==> src/rtl/actwin_pkg.sv <==
package actwin_pkg;
  localparam int BYTE_W  = 8;
  localparam int WORD_W  = 2 * BYTE_W;
  localparam int ADDR_W  = 4;
  localparam int N_WORDS = 2;
  localparam int N_BYTES = 4;

  typedef enum logic [ADDR_W-1:0] {
    A_HSTART_LO = 4'd0,
    A_HSTART_HI = 4'd1,
    A_HSTOP_LO  = 4'd2,
    A_HSTOP_HI  = 4'd3,
    A_F0_BSTART = 4'd4,
    A_F0_BLEN   = 4'd5,
    A_F1_BSTART = 4'd6,
    A_F1_BLEN   = 4'd7
  } reg_addr_e;

  // half-open span test: first <= pos < last_excl
  function automatic logic in_span(input logic [31:0] pos, input logic [31:0] first,
                                   input logic [31:0] last_excl);
    return (pos >= first) && (pos < last_excl);
  endfunction

  function automatic logic [31:0] span_end(input logic [31:0] first, input logic [31:0] len);
    return first + len;
  endfunction
endpackage

==> src/rtl/actwin_wordreg.sv <==
module actwin_wordreg #(
  parameter logic [15:0] RST_VAL = 16'd0
) (
  input  logic        clk,
  input  logic        rst_n,
  input  logic        wr_lo,
  input  logic        wr_hi,
  input  logic [7:0]  din,
  input  logic        apply,
  output logic [15:0] act
);
  logic [7:0]  stage_lo;
  logic [15:0] pend;

  always_ff @(posedge clk or negedge rst_n) begin
    if (!rst_n) begin
      stage_lo <= RST_VAL[7:0];
      pend     <= RST_VAL;
      act      <= RST_VAL;
    end else begin
      if (apply) act <= pend;
      if (wr_lo) stage_lo <= din;
      if (wr_hi) pend <= {din, stage_lo};
    end
  end
endmodule

==> src/rtl/actwin_bytereg.sv <==
module actwin_bytereg #(
  parameter logic [7:0] RST_VAL = 8'd0
) (
  input  logic       clk,
  input  logic       rst_n,
  input  logic       wr,
  input  logic [7:0] din,
  input  logic       apply,
  output logic [7:0] act
);
  logic [7:0] pend;

  always_ff @(posedge clk or negedge rst_n) begin
    if (!rst_n) begin
      pend <= RST_VAL;
      act  <= RST_VAL;
    end else begin
      if (apply) act <= pend;
      if (wr) pend <= din;
    end
  end
endmodule

==> src/rtl/actwin_counters.sv <==
module actwin_counters #(
  parameter int HCNT_W = 16,
  parameter int VCNT_W = 12
) (
  input  logic              clk,
  input  logic              rst_n,
  input  logic              hsync,
  input  logic              vsync,
  input  logic              field,
  output logic              line_start,
  output logic              frame_start,
  output logic [HCNT_W-1:0] hcnt,
  output logic [VCNT_W-1:0] vcnt,
  output logic              field_q
);
  localparam logic [HCNT_W-1:0] HMAX = '1;
  localparam logic [VCNT_W-1:0] VMAX = '1;

  logic hs_q, vs_q;

  assign line_start  = hsync && !hs_q;
  assign frame_start = vsync && !vs_q;

  always_ff @(posedge clk or negedge rst_n) begin
    if (!rst_n) begin
      hs_q    <= 1'b0;
      vs_q    <= 1'b0;
      hcnt    <= '0;
      vcnt    <= '0;
      field_q <= 1'b0;
    end else begin
      hs_q <= hsync;
      vs_q <= vsync;
      if (line_start)       hcnt <= '0;
      else if (hcnt != HMAX) hcnt <= hcnt + 1'b1;
      if (frame_start) begin
        vcnt    <= '0;
        field_q <= field;
      end else if (line_start && vcnt != VMAX) begin
        vcnt <= vcnt + 1'b1;
      end
    end
  end
endmodule

==> src/rtl/actwin_gen.sv <==
module actwin_gen
  import actwin_pkg::*;
#(
  parameter int VCNT_W     = 12,
  parameter int HSTART_RST = 274,
  parameter int HSTOP_RST  = 1298,
  parameter int BSTART_RST = 3,
  parameter int BLEN_RST   = 30
) (
  input  logic              clk,
  input  logic              rst_n,
  input  logic              hsync_in,
  input  logic              vsync_in,
  input  logic              field_in,
  input  logic              wr_en,
  input  logic [3:0]        wr_addr,
  input  logic [7:0]        wr_data,
  output logic              de_out,
  output logic              vblank_out,
  output logic [15:0]       hcount,
  output logic [VCNT_W-1:0] vcount
);
  localparam logic [WORD_W-1:0] WRST [N_WORDS] = '{WORD_W'(HSTART_RST), WORD_W'(HSTOP_RST)};
  localparam logic [BYTE_W-1:0] BRST [N_BYTES] =
    '{BYTE_W'(BSTART_RST), BYTE_W'(BLEN_RST), BYTE_W'(BSTART_RST), BYTE_W'(BLEN_RST)};

  // named internal events for the checker
  logic line_start, frame_start, field_q;
  logic [WORD_W-1:0] word_act [N_WORDS];
  logic [BYTE_W-1:0] byte_act [N_BYTES];
  logic [WORD_W-1:0] hstart_act, hstop_act;
  logic [BYTE_W-1:0] bstart_sel, blen_sel;

  actwin_counters #(.HCNT_W(WORD_W), .VCNT_W(VCNT_W)) u_cnt (
    .clk(clk), .rst_n(rst_n), .hsync(hsync_in), .vsync(vsync_in), .field(field_in),
    .line_start(line_start), .frame_start(frame_start),
    .hcnt(hcount), .vcnt(vcount), .field_q(field_q)
  );

  for (genvar k = 0; k < N_WORDS; k++) begin : g_word
    logic hit_lo, hit_hi;
    assign hit_lo = wr_en && (wr_addr == ADDR_W'(2 * k));
    assign hit_hi = wr_en && (wr_addr == ADDR_W'(2 * k + 1));
    actwin_wordreg #(.RST_VAL(WRST[k])) u_word (
      .clk(clk), .rst_n(rst_n), .wr_lo(hit_lo), .wr_hi(hit_hi),
      .din(wr_data), .apply(line_start), .act(word_act[k])
    );
  end

  for (genvar j = 0; j < N_BYTES; j++) begin : g_byte
    logic hit;
    assign hit = wr_en && (wr_addr == ADDR_W'(A_F0_BSTART + j));
    actwin_bytereg #(.RST_VAL(BRST[j])) u_byte (
      .clk(clk), .rst_n(rst_n), .wr(hit), .din(wr_data),
      .apply(line_start), .act(byte_act[j])
    );
  end

  assign hstart_act = word_act[0];
  assign hstop_act  = word_act[1];
  assign bstart_sel = field_q ? byte_act[2] : byte_act[0];
  assign blen_sel   = field_q ? byte_act[3] : byte_act[1];

  assign vblank_out = in_span(32'(vcount), 32'(bstart_sel),
                              span_end(32'(bstart_sel), 32'(blen_sel)));
  assign de_out     = in_span(32'(hcount), 32'(hstart_act), 32'(hstop_act)) && !vblank_out;
endmodule

==> config.mk <==
export PLATFORM = sky130hd
export DESIGN_NAME = actwin_gen
export DESIGN_NICKNAME = d
export VERILOG_FILES = /design/src/rtl/actwin_pkg.sv /design/src/rtl/actwin_wordreg.sv /design/src/rtl/actwin_bytereg.sv /design/src/rtl/actwin_counters.sv /design/src/rtl/actwin_gen.sv
export SDC_FILE = /design/constraint.sdc
export NUM_CORES = 1
export LEC_CHECK = 0
export ABC_AREA = 1
export BUFFER_PORTS_ARGS = -buffer_cell sky130_fd_sc_hd__buf_2
export CORE_MARGIN = 2
export CORE_UTILIZATION = 60
export DETAILED_ROUTE_END_ITERATION = 10
export GPL_ROUTABILITY_DRIVEN = 0
export GPL_TIMING_DRIVEN = 0
export MAX_ROUTING_LAYER = met4
export PLACE_DENSITY = 0.78
export RECOVER_POWER = 100
export SETUP_SLACK_MARGIN = 0.15
export SLEW_MARGIN = 15
export SYNTH_ARGS = -nofsm -noshare
export SYNTH_HDL_FRONTEND = slang
export SYNTH_HIERARCHICAL = 1
export SYNTH_SLANG_ARGS = --single-unit
==> constraint.sdc <==
create_clock -name clk -period 6.75 [get_ports clk]
set_clock_uncertainty 0.15 [all_clocks]
set_input_delay 1.0125 -clock clk [delete_from_list [all_inputs] [get_ports clk]]
set_output_delay 1.0125 -clock clk [all_outputs]
set_load 0.02 [all_outputs]
==> results.yml <==
floorplan:
  die_h_um: 128.5
  initial_core_util_pct: 61.20
  die_area_mm2: 0.01652
  floorplan.rows: 45
  num_io_pins: 48
  die_width_um: 128.5
  fp.coreArea_mm2: 0.01520
power_and_ir_drop:
  peakVddDrop_v: 0.0001981
  report.power.total_uw: 2999
  static_leakage_uw: 0.005534
  powerDensity_mw_per_mm2: 296.0
setup_path:
  path_common_cell: "sky130_fd_sc_hd__nand2_1"
  path_delay_family: "adder cells"
  worst_ep_required_time_ns: 5.59
  setup.worst_path.start_class: "flip-flop"
  crit_path_max_fanout: 10
  critical_path.slowest_cell: "sky130_fd_sc_hd__dfrtp_1"
  critPathKind: "reg2out"
  timing.critical_path.to_type: "output pin"
  arrival_ns: 4.02
  worstPathBufferInverterCount: 2
  critical_path.max_stage_delay_ns: 0.50
  cp_cell_sequence: "clkbuf_1 -> mux2_1 -> ha_1 -> fa_1 -> nand3_1 -> nand2_1 -> nand2_1 -> a21oi_2 -> xnor2_1 -> ha_1 -> nand4_1 -> nor3_1 -> nand2_1 -> nand2_1 -> nor2_2 -> nor2_1 -> buf_2"
route:
  route.vias.total: 7330
  drt_first_iter_violations: 595
  number_of_routed_nets_with_antenna_violations: 0
  finalWirelength_um: 19900
  dr.pass1.iters: 6
  final_routed_wire_length_divided_by_cell_count_um: 13.93
  drt-vias-per-instance: 5.133
  drc_errors: 0
sta:
  finalWorstPathRequiredPeriod_ns: 5.184
  setup_viol_count_final: 0
  drv_slew: 74
  period_share_pct: 76.81
  worst-slew-pin-transition_ns: 3.661
  hold_viol_final: 0
  fmaxAchievable_mhz: 192.9
  timing.max_slew.rel_slack_pct: -144.1
  tns_ns: 0
  timing.hold.ws_ns: 0.3045
  setup_repair_after_global_routing_missed_its_margin: "no"
cts:
  clock_insertion_delay_worst_skew_ns: 0.43
  holdBufCountCts: 0
  cts.clk_slew.worst_paths_ns: 0.07
  number_of_cts_inserted_buffers: 17
  post_cts_resize_count: 0
  cts_tree: "built"
  setup_fix_bufs_post_cts: 0
  cts_root_buf: "sky130_fd_sc_hd__clkbuf_16"
  clockBufferDepth: 2
  htreeDepth: 4
  clock_sinks: 175
logic_synthesis:
  ys_warn_count: 6
  synth_sequential_area_ratio_pct: 47.63
  leading_cell_types_by_total_area_after_synthesis: "sky130_fd_sc_hd__dfrtp_1 (36%), sky130_fd_sc_hd__nand2_1 (23%), sky130_fd_sc_hd__dfstp_2 (12%), sky130_fd_sc_hd__ha_1 (7.7%), sky130_fd_sc_hd__inv_1 (3.8%)"
  syn-instance-count: 1159
  synth.top_cell.area_share_pct: 35.77
  post_synth_edffs: 0
  yosys_most_used_dff: "sky130_fd_sc_hd__dfrtp_1"
  synth_top_cell_by_area: "sky130_fd_sc_hd__dfrtp_1"
  ys_async_sr_fraction_pct: 100.0
  synth_seq_cells: 175
  synth.cell_area_mm2: 0.009304
  ys_types: 38
  mapped_nets: 1235
  avg_inst_size_synth_um2: 8.028
placed_design:
  place.detailed.hpwl_um: 13700
  place.port_buffers: 47
run:
  max_cap_viol_count: 2
cells_and_area:
  areaGrowthSynthToFinish_pct: 8.876
  final_nets: 1303
  diodes: 0
  final_layout_size_suffix_gt1_share_pct: 11.45
  most_frequent_cells_in_the_layout: "sky130_fd_sc_hd__nand2_1 (580), sky130_fd_sc_hd__dfrtp_1 (133), sky130_fd_sc_hd__inv_1 (101)"
  final_common_cell: "sky130_fd_sc_hd__nand2_1"
global_route:
  grt_pass1_wl_um: 33060
  globalRoute.totalOverflow: 0
  grt_start_max_net_pins: 102
  grt_antenna_before_repair: 0
  track_usage_pct: 26.35
  first_global_vias: 6770
run_status:
  failing_checks: "capacitance limit, slew limit"
  outcome: "finished with violations"
worst_hold_path:
  holdCritPathClass: "in2async"
[synthesized netlist by cell type, types with 10 or more instances]
cell type                 number
sky130_fd_sc_hd__inv_2        11
sky130_fd_sc_hd__nand3_1      35
sky130_fd_sc_hd__dfrtp_1     133
sky130_fd_sc_hd__inv_1        93
sky130_fd_sc_hd__nand4_1      18
sky130_fd_sc_hd__o21ai_0      14
sky130_fd_sc_hd__a21oi_1      24
sky130_fd_sc_hd__nand2_1     579
sky130_fd_sc_hd__buf_6        23
sky130_fd_sc_hd__nand2_2      10
sky130_fd_sc_hd__nor2_1       50
sky130_fd_sc_hd__ha_1         57
sky130_fd_sc_hd__dfstp_2      42
[power breakdown]
group / internal, µW / total (µW) / switching, µW
sequential: 1280 / 1410 / 138
combinational: 251 / 648 / 397
clock: 498 / 936 / 438
[metal layers]
| layer | vias to the layer above | share of wire [%] | global-route usage [%] | routed length (µm) |
|---|---|---|---|---|
| li1 | 3731 | - | - | - |
| met1 | 3383 | 48 | 36.01 | 9562 |
| met2 | 180 | 46 | 40.64 | 9197 |
| met3 | 36 | 3.6 | 4.283 | 723 |
| met4 | 0 | 2.1 | 8.632 | 413 |
| met5 | - | 0 | - | 0 |
[layout make-up]
cell class,instances,area [µm²]
clock inverter,13,118.9
fill,1294,5072
multi-input combinational,847,4119
tap,188,235.2
sequential,175,4432
buffer,26,128.9
clock buffer,19,442.9
inverter,111,422.9
timing repair buffer,49,230.2
[flip-flops by register name (all words and copies together) (netlist names)]
| register | cells |
|---|---|
| u_cnt/vs_q | 1 |
| g_byte.u_byte/act | 32 |
| u_cnt/hcnt | 16 |
| g_word.u_word/act | 32 |
| g_byte.u_byte/pend | 32 |
| u_cnt/hs_q | 1 |
| g_word.u_word/stage_lo | 16 |
| u_cnt/vcnt | 12 |
| g_word.u_word/pend | 32 |
| u_cnt/field_q | 1 |
[through the flow]
step	setup slack, ns	instance area, µm²	utilization [%]	std cells
floorplan	2.581	9304	-	1159
global placement	1.804	9774	64.30	1394
detailed placement	2.288	9839	64.72	1396
CTS	1.782	10400	68.42	1428
global route	0.9203	10130	66.63	1428
finish	1.566	10130	66.63	1428
[logic make-up after synthesis]
logic type                 synth area share [%]
and+or+nand+nor                           31.82
DFF                                       47.63
buffers and inverters                     7.773
adders and majority gates                 7.881
AOI/OAI and AO/OA                         3.053
muxes                                     1.089
xor gates and xnor gates                 0.7531
[worst paths after layout]
path / from / end / slack, ns / cells after the start
max: u_cnt/field_q$_DFFE_PN0P_ / de_out / 1.57 / 17
min: rst_n / u_cnt/hcnt[1]$_DFFE_PN0P_ / 0.30 / 1
max reg2reg: u_cnt/hs_q$_DFF_PN0_ / g_word[1].u_word/act[7]$_DFFE_PN0P_ / 3.75 / 6
min reg2reg: g_byte[3].u_byte/act[2]$_DFFE_PN1P_ / g_byte[3].u_byte/act[2]$_DFFE_PN1P_ / 0.31 / 2
max in group asynchronous: rst_n / g_word[1].u_word/stage_lo[5]$_DFFE_PN0P_ / 1.87 / 3
min in group clk: g_byte[3].u_byte/act[2]$_DFFE_PN1P_ / g_byte[3].u_byte/act[2]$_DFFE_PN1P_ / 0.31 / 2
Power figures use the tool's default switching activity.
